--- config.mk ---
export PLATFORM = sky130hd
export DESIGN_NAME = scan_tap
export DESIGN_NICKNAME = d
export VERILOG_FILES = /design/src/rtl/tap_pkg.sv /design/src/rtl/tap_fsm.sv /design/src/rtl/tap_ir.sv /design/src/rtl/tap_dr.sv /design/src/rtl/scan_tap.sv
export SDC_FILE = /design/constraint.sdc
export NUM_CORES = 1
export LEC_CHECK = 0
export BUFFER_PORTS_ARGS = -buffer_cell sky130_fd_sc_hd__buf_4
export CORE_MARGIN = 1
export CORE_UTILIZATION = 46
export CTS_BUF_LIST = sky130_fd_sc_hd__clkbuf_8 sky130_fd_sc_hd__clkbuf_16
export CTS_CLUSTER_SIZE = 25
export DETAILED_ROUTE_END_ITERATION = 8
export GPL_TIMING_DRIVEN = 0
export PLACE_DENSITY = 0.73
export RECOVER_POWER = 100
export SLEW_MARGIN = 10
export SYNTH_ARGS = -nofsm -noshare
export SYNTH_HDL_FRONTEND = slang
export SYNTH_HIERARCHICAL = 1
export SYNTH_SLANG_ARGS = --single-unit
--- constraint.sdc ---
create_clock -name tck -period 2.7 [get_ports tck]
set_input_delay 0.135 -clock tck [delete_from_list [all_inputs] [get_ports tck]]
set_output_delay 0.135 -clock tck [all_outputs]
set_load 0.02 [all_outputs]
--- src/rtl/tap_pkg.sv ---
package tap_pkg;

    localparam int IR_W = 3;

    localparam logic [IR_W-1:0] INS_EXTEST = 3'b000;
    localparam logic [IR_W-1:0] INS_IDCODE = 3'b001;
    localparam logic [IR_W-1:0] INS_SAMPLE = 3'b010;

    typedef enum logic [3:0] {
        ST_RESET, ST_IDLE,
        ST_SEL_DR, ST_CAP_DR, ST_SH_DR, ST_EX1_DR, ST_PA_DR, ST_EX2_DR, ST_UPD_DR,
        ST_SEL_IR, ST_CAP_IR, ST_SH_IR, ST_EX1_IR, ST_PA_IR, ST_EX2_IR, ST_UPD_IR
    } tap_state_e;

    typedef enum logic [1:0] {
        PATH_BYPASS, PATH_ID, PATH_BOUND
    } dr_path_e;

    typedef struct packed {
        dr_path_e path;
        logic     hiz;
        logic     extest;
    } ins_dec_t;

    function automatic tap_state_e tap_next(input tap_state_e s, input logic m);
        tap_state_e n;
        case (s)
            ST_RESET:  n = m ? ST_RESET  : ST_IDLE;
            ST_IDLE:   n = m ? ST_SEL_DR : ST_IDLE;
            ST_SEL_DR: n = m ? ST_SEL_IR : ST_CAP_DR;
            ST_CAP_DR: n = m ? ST_EX1_DR : ST_SH_DR;
            ST_SH_DR:  n = m ? ST_EX1_DR : ST_SH_DR;
            ST_EX1_DR: n = m ? ST_UPD_DR : ST_PA_DR;
            ST_PA_DR:  n = m ? ST_EX2_DR : ST_PA_DR;
            ST_EX2_DR: n = m ? ST_UPD_DR : ST_SH_DR;
            ST_UPD_DR: n = m ? ST_SEL_DR : ST_IDLE;
            ST_SEL_IR: n = m ? ST_RESET  : ST_CAP_IR;
            ST_CAP_IR: n = m ? ST_EX1_IR : ST_SH_IR;
            ST_SH_IR:  n = m ? ST_EX1_IR : ST_SH_IR;
            ST_EX1_IR: n = m ? ST_UPD_IR : ST_PA_IR;
            ST_PA_IR:  n = m ? ST_EX2_IR : ST_PA_IR;
            ST_EX2_IR: n = m ? ST_UPD_IR : ST_SH_IR;
            ST_UPD_IR: n = m ? ST_SEL_DR : ST_IDLE;
            default:   n = ST_RESET;
        endcase
        return n;
    endfunction

    function automatic ins_dec_t ins_decode(input logic [IR_W-1:0] ins);
        ins_dec_t d;
        case (ins)
            INS_EXTEST: d = '{path: PATH_BOUND,  hiz: 1'b1, extest: 1'b1};
            INS_IDCODE: d = '{path: PATH_ID,     hiz: 1'b0, extest: 1'b0};
            INS_SAMPLE: d = '{path: PATH_BOUND,  hiz: 1'b1, extest: 1'b0};
            default:    d = '{path: PATH_BYPASS, hiz: 1'b0, extest: 1'b0};
        endcase
        return d;
    endfunction

endpackage

--- src/rtl/tap_fsm.sv ---
module tap_fsm
    import tap_pkg::*;
(
    input  logic       tck,
    input  logic       rst,
    input  logic       tms,
    output tap_state_e state
);

    always_ff @(posedge tck) begin
        if (rst) state <= ST_RESET;
        else     state <= tap_next(state, tms);
    end

endmodule

--- src/rtl/tap_ir.sv ---
module tap_ir
    import tap_pkg::*;
(
    input  logic            tck,
    input  logic            rst,
    input  tap_state_e      state,
    input  logic            tdi,
    output logic [IR_W-1:0] ins_q,
    output logic            ir_lsb
);

    logic [IR_W-1:0] ir_sr;

    always_ff @(posedge tck) begin
        if (rst) begin
            ir_sr <= '0;
        end else if (state == ST_CAP_IR) begin
            ir_sr <= {{(IR_W-2){1'b0}}, 2'b01};
        end else if (state == ST_SH_IR) begin
            ir_sr <= {tdi, ir_sr[IR_W-1:1]};
        end
    end

    always_ff @(posedge tck) begin
        if (rst || state == ST_RESET) ins_q <= INS_IDCODE;
        else if (state == ST_UPD_IR)  ins_q <= ir_sr;
    end

    assign ir_lsb = ir_sr[0];

endmodule

--- src/rtl/tap_dr.sv ---
module tap_dr
    import tap_pkg::*;
#(
    parameter int          DATA_W  = 8,
    parameter logic [31:0] ID_CODE = 32'h0A5C_6E3C
) (
    input  logic              tck,
    input  logic              rst,
    input  tap_state_e        state,
    input  logic              tdi,
    input  dr_path_e          path,
    input  logic [DATA_W-1:0] pin_in,
    output logic              dr_lsb,
    output logic [DATA_W-1:0] upd_data,
    output logic              upd_oe
);

    localparam int BS_LEN = DATA_W + 1;
    localparam int ID_W   = 32;
    localparam logic [ID_W-1:0] ID_VAL = {ID_CODE[ID_W-1:1], 1'b1};

    logic cap, sh, upd;
    assign cap = (state == ST_CAP_DR);
    assign sh  = (state == ST_SH_DR);
    assign upd = (state == ST_UPD_DR);

    // bypass stage
    logic byp_q;
    always_ff @(posedge tck) begin
        if (rst)                             byp_q <= 1'b0;
        else if (path == PATH_BYPASS && cap) byp_q <= 1'b0;
        else if (path == PATH_BYPASS && sh)  byp_q <= tdi;
    end

    // identification register
    logic [ID_W-1:0] id_sr;
    always_ff @(posedge tck) begin
        if (rst)                         id_sr <= ID_VAL;
        else if (path == PATH_ID && cap) id_sr <= ID_VAL;
        else if (path == PATH_ID && sh)  id_sr <= {tdi, id_sr[ID_W-1:1]};
    end

    // boundary register: cells 0..DATA_W-1 are pins, cell DATA_W is enable
    logic [BS_LEN-1:0] bs_sr;
    logic [BS_LEN-1:0] bs_cap;
    logic [BS_LEN-1:0] bs_upd;
    logic              bs_sel;

    assign bs_sel = (path == PATH_BOUND);
    assign bs_cap = {bs_upd[BS_LEN-1], pin_in};

    for (genvar i = 0; i < BS_LEN; i++) begin : g_cell
        logic shift_src;
        if (i == BS_LEN - 1) begin : g_top
            assign shift_src = tdi;
        end else begin : g_mid
            assign shift_src = bs_sr[i+1];
        end

        always_ff @(posedge tck) begin
            if (rst)                bs_sr[i] <= (i == BS_LEN - 1);
            else if (bs_sel && cap) bs_sr[i] <= bs_cap[i];
            else if (bs_sel && sh)  bs_sr[i] <= shift_src;
        end

        always_ff @(posedge tck) begin
            if (rst || state == ST_RESET) begin
                if (i == BS_LEN - 1) bs_upd[i] <= 1'b1;
            end else if (bs_sel && upd) begin
                bs_upd[i] <= bs_sr[i];
            end
        end
    end

    assign upd_data = bs_upd[DATA_W-1:0];
    assign upd_oe   = bs_upd[BS_LEN-1];

    always_comb begin
        case (path)
            PATH_ID:    dr_lsb = id_sr[0];
            PATH_BOUND: dr_lsb = bs_sr[0];
            default:    dr_lsb = byp_q;
        endcase
    end

endmodule

--- src/rtl/scan_tap.sv ---
module scan_tap
    import tap_pkg::*;
#(
    parameter int          DATA_W  = 8,
    parameter logic [31:0] ID_CODE = 32'h0A5C_6E3C
) (
    input  logic              tck,
    input  logic              rst,
    input  logic              tms,
    input  logic              tdi,
    input  logic [DATA_W-1:0] pin_in,
    output logic              tdo,
    output logic              tdo_oe,
    output logic              func_hiz,
    output logic              pad_oe,
    output logic [DATA_W-1:0] pad_dout
);

    tap_state_e      cur_st;
    logic [IR_W-1:0] ins_q;
    logic            ir_lsb;
    logic            dr_lsb;
    logic            bs_oe;
    ins_dec_t        dec;

    tap_fsm u_fsm (
        .tck   (tck),
        .rst   (rst),
        .tms   (tms),
        .state (cur_st)
    );

    tap_ir u_ir (
        .tck    (tck),
        .rst    (rst),
        .state  (cur_st),
        .tdi    (tdi),
        .ins_q  (ins_q),
        .ir_lsb (ir_lsb)
    );

    assign dec = ins_decode(ins_q);

    tap_dr #(
        .DATA_W  (DATA_W),
        .ID_CODE (ID_CODE)
    ) u_dr (
        .tck      (tck),
        .rst      (rst),
        .state    (cur_st),
        .tdi      (tdi),
        .path     (dec.path),
        .pin_in   (pin_in),
        .dr_lsb   (dr_lsb),
        .upd_data (pad_dout),
        .upd_oe   (bs_oe)
    );

    // serial output retimed to the falling edge
    always_ff @(negedge tck) begin
        if (rst) begin
            tdo    <= 1'b0;
            tdo_oe <= 1'b0;
        end else begin
            tdo    <= (cur_st == ST_SH_IR) ? ir_lsb : dr_lsb;
            tdo_oe <= (cur_st == ST_SH_IR) || (cur_st == ST_SH_DR);
        end
    end

    assign func_hiz = dec.hiz;
    assign pad_oe   = dec.extest & bs_oe;

endmodule

# Word level (Yosys, flattened, before mapping)

Index checks and enable logic that the tools add are counted.

Equality and inequality tests: 19
Muxes and demuxes: 36
Bitwise operators: 2
Reduce and logical (&&, ||, !) cells: 21

Operators by type and width:

| cell                                                            | count |
|---|---|
| 4-bit case mux with 12 select lines                             | 1 |
| 4-bit == test, second input constant                            | 8 |
| 1-bit two-way mux                                               | 24 |
| 4-bit by 3-bit == test with 1-bit output, second input constant | 4 |
| 4-bit two-way mux                                               | 4 |
| 4-bit case mux with 3 select lines                              | 1 |
| 2-bit OR reduction                                              | 5 |
| 4-bit by 2-bit == test with 1-bit output, second input constant | 2 |
| 1-bit logical AND                                               | 7 |
| 2-bit two-way mux                                               | 3 |
| 3-bit two-way mux                                               | 2 |
| 4-bit by 1-bit == test with 1-bit output, second input constant | 1 |
| 4-bit logical NOT                                               | 1 |
| 2-bit nonzero test                                              | 2 |
| 3-bit by 1-bit == test with 1-bit output, second input constant | 1 |
| 3-bit by 2-bit == test with 1-bit output, second input constant | 1 |
| 3-bit logical NOT                                               | 1 |
| 3-bit OR reduction                                              | 1 |
| 2-bit by 1-bit == test with 1-bit output, second input constant | 1 |
| 2-bit == test, second input constant                            | 1 |
| 2-bit logical NOT                                               | 1 |
| 1-bit logical OR                                                | 2 |
| 1-bit case mux with 2 select lines                              | 1 |
| 2-bit AND reduction                                             | 1 |
| 2 further kinds                                                 | 2 |

Register bits after elaboration: 63
Bits of input ports: 12
Output and inout bits: 12
Word-level logic and storage cells: 104

# Logic depth before layout (Yosys ltp)

Word-level depth: 6
Mapped depth: 8
Depth with buffers taken out: 7

# By module

Netlist, hierarchy kept.

Modules (own cells, without submodules):

| module   | instances | cells an instance | area an instance (um^2) | seq. area each (um^2) |
|---|---|---|---|---|
| tap_dr   | 1         | 237               | 2,223.4                 | 1,101.1 |
| tap_fsm  | 1         | 36                | 306.5                   | 80.1 |
| tap_ir   | 1         | 27                | 257.7                   | 120.1 |
| scan_tap | 1         | 12                | 110.1                   | 40.0 |

==> key figures <==
Synthesis
  – Synth warn: 6
  – Number of synthesized flops with an enable pin: 8
  – Asr flop ratio synth: 0%
  – Synth area leaders: dfxtp_1 38%, nand3_1 9.2%, edfxtp_1 8.3%, o21ai_0 5.4%, a21oi_1 3.8%
  – Top-area cell type share of the netlist area: 38.00%
  – Synth Net Count: 328
  – Netlist cell types: ~50
  – Syn avg cell area: 9.288 sq um
  – Seq/Total Area, Yosys: 46.29%
  – Cells after synthesis: about 310
  – Synthesized area: 2898 sq um
  – Area leader, netlist: dfxtp_1
  – #FFs+latches synth: 63
  – Top FF cell, synth: dfxtp_1

Die
  – Core Box Area: 5991 sq um
  – Starting Density: 48.37%
  – Die area: 6621 sq um
  – Chip width: 81.37 um
  – # rows: 28
  – Die Ht: 81.37 um
  – IO Pins: 24

Finish
  – Layout cells sized above 1: between 10% and 20%
  – Final layout net count: 365
  – Design area: ~3400 sq um
  – Commonest non-fill, non-tap cells in the layout: 53 x nand3_1, 49 x dfxtp_1, 37 x o21ai_0, 27 x clkbuf_1, 21 x a21oi_1
  – Synthesis-to-layout area growth: 16.49%
  – Post-Route Utilization: 56.35%
  – Fillers: 525
  – Commonest non-fill, non-tap cell in the layout: nand3_1
  – Ant. Diodes: 0

Pwr
  – Power Density: 567.5 nW/um^2
  – Leak Pwr: ~1.3 nW
  – Clock Power Share: 42.1%
  – Peak VDD IR: 0.3454 mV
  – Reg power frac: between 50 and 60%
  – Int Pwr: 1.477 mW
  – Comb power frac: 6.6%
  – Net Sw Frac: 22.88%
  – Switching power: 0.4383 mW

Drt
  – Final ANT Viol Nets: 0
  – Drc violations: 0
  – Initial DRC Count: 215
  – Vias: approximately 2.5k
  – Final WL: 6367 um
  – Vias per inst: 5.886
  – Routed WL per cell: 14.88 um
  – Drt first pass iters: 4

Worst setup path
  – Crit-path max FO: 4
  – Critical-path top delay cell: dfxtp_4
  – Worst reg-to-reg setup slack: -0.0007 ns
  – CP peak stage delay: about 0.37 ns
  – Data arrival time of the critical path: 1.64 ns
  – Worst path buffer plus inverter count: 1
  – Crit path kind: register to register
  – Largest delay share family, worst path: flip-flops
  – Critical path endpoint category: register
  – Critical Path RT: 1.64 ns
  – Crit-path cells: nor3b_4, inv_2, ha_4, nor2_2, a21oi_2, nand2b_1, mux2i_1
  – Setup crit start kind: register

CTS
  – CTS tree: built
  – Hold_buf cts: 0
  – Clk slew on worst S/H paths: 0.07 ns
  – CTS buffer count: 9
  – Clock Tree Root: clkbuf_8
  – CTS Buffer Depth: 2
  – Clk Latency, worst-skew pair: about 0.36 ns
  – # H-tree levels: 3
  – Total clock sinks: 63

STA
  – Final Hold Viols: 0
  – RSZ-0062 raised after global routing: yes
  – Clock Skew: 0.03861 ns
  – Worst slew margin: 44.92%
  – Final setup fails: 1
  – Worst slew pin tran: 0.8176 ns
  – Final-report max-slew violation count: 0
  – Final setup margin: -0.0006877 ns

Hold path
  – Hold Crit Class: input pin to register

Job
  – Max-Cap Viols: 0

Global routing
  – GRT Total Usage: 21.62%
  – Number of global-route vias before repair: 2,285
  – Global-route wire length before repair: 10,920 um
  – GRT overflow: 0
  – Largest net degree at the start of global routing: 19
  – Initial antenna violation count: 0

Placement
  – DP HPWL: 3978 um
  – Routability cong.: a little under 0.8
  – Post-Place Cell Area: 3178 sq um
  – PortBufs: 23

Outcome
  – Outcome: complete, but fails checks
  – Failing checks: setup timing
cells in the mapped netlist, drive strengths merged, types with 2 or more instances:
cell    number
nand3b       2
nand2        3
nor3b        4
o211ai       2
a41oi        9
a211o        2
a21oi       22
and3b        9
inv         11
nor4b        3
edfxtp       8
o21a         2
o21ai       47
nand2b       5
nor2        10
ha           4
buf         13
a31oi        3
dfxtp       55
a311oi       2
mux2i       11
clkbuf      12
nand3       53
nand4b       3
worst paths after layout:
kind,start,end,depth (start not counted)
max,u_ir/ins_q[2],tdo,7
min,pin_in[5],u_dr/g_cell[4].shift_src,3
max reg2reg,u_ir/ins_q[2],tdo,7
min reg2reg,u_dr/id_sr[9],u_dr/id_sr[8],2
metal layers:
metal,vias to the layer above,share of wire [%],track usage (%)
li1,1247,-,-
met1,1204,48,29.26
met2,58,46,32.92
met3,10,3.8,3.371
met4,0,2.1,11.25
met5,-,0,0
what timing repair did:
action | in CTS | in global routing
gates resized for setup | 8 | 6
buffers inserted | 2 | 0
endpoints found under the setup margin | 2 | 2
pin swaps | 3 | 2
gates cloned | 0 | 0
power by group through the flow:
stage	Clock (mW)	Sequential (mW)	Combinational (mW)
after floorplan	0.00696	0.999	0.0847
after detailed placement	0.00696	1.00	0.127
after global routing	0.866	0.986	0.141
after CTS	0.824	0.984	0.127
final	0.806	0.984	0.126
after global placement	0.00696	1.00	0.124
kinds of logic (layout without fill, tap and decap cells):
logic type | Yosys count | in the layout | synth area share [%]
AND/OR/NAND/NOR | 101 | 101 | 21.03
AO/OA/AOI/OAI | 96 | 96 | 20.17
flip-flops | 63 | 63 | 46.29
buffers and inverters | 36 | 77 | 6.606
multiplexers | 12 | 12 | 4.188
adder cells (fa/ha/maj) | 4 | 4 | 1.727
worst register-to-register path, delay by kind of cell, from the launching register on:
| family | cells | cell delay (ns) |
|---|---|---|
| flops | 1 | 0.37 |
| buf+inv | 1 | 0.09 |
| fa+ha+maj | 1 | 0.28 |
| compound gates | 1 | 0.11 |
| mux | 1 | 0.13 |
| simple gates | 3 | 0.33 |
registers in the layout (all words and copies together), names as in the netlist:
name / cells
tdo: 1
tdo_oe: 1
u_dr/id_sr: 32
u_dr/byp_q: 1
u_dr/g_cell.shift_src: 8
u_fsm/state: 4
u_ir/ins_q: 3
u_dr/upd_oe: 1
u_ir/ir_sr: 3
u_dr/bs_sr: 1
u_dr/upd_data: 8
metrics by stage:
step	setup slack [ns]	hold WS, ns	power, mW	instances	setup TNS [ns]
2_1_floorplan	0.02765	0.2041	1.091	312	0
3_3_place_gp	-0.08659	0.4016	1.136	410	-0.08659
3_5_place_dp	-0.1048	0.4006	1.139	410	-0.1348
4_1_cts	0.007370	0.04522	1.935	428	0
5_1_grt	-0.06576	0.04759	1.993	428	-0.06576
6_report	-0.0006877	0.05402	1.916	428	-0.0006877
final cells by class:
class | instances | area (sq um) | share of cell area [%]
Sequential cell | 63 | 1354 | 40.10
Timing Repair Buffer | 25 | 146.4 | 4.337
Inverter | 10 | 37.54 | 1.112
Clock buffer | 11 | 151.4 | 4.485
Tap cell | 75 | 93.84 | 2.780
Buffer | 25 | 136.4 | 4.040
Clock inverter | 6 | 48.80 | 1.446
Multi-Input combinational cell | 213 | 1408 | 41.70
Note: power is estimated with default switching activity, not from simulation.
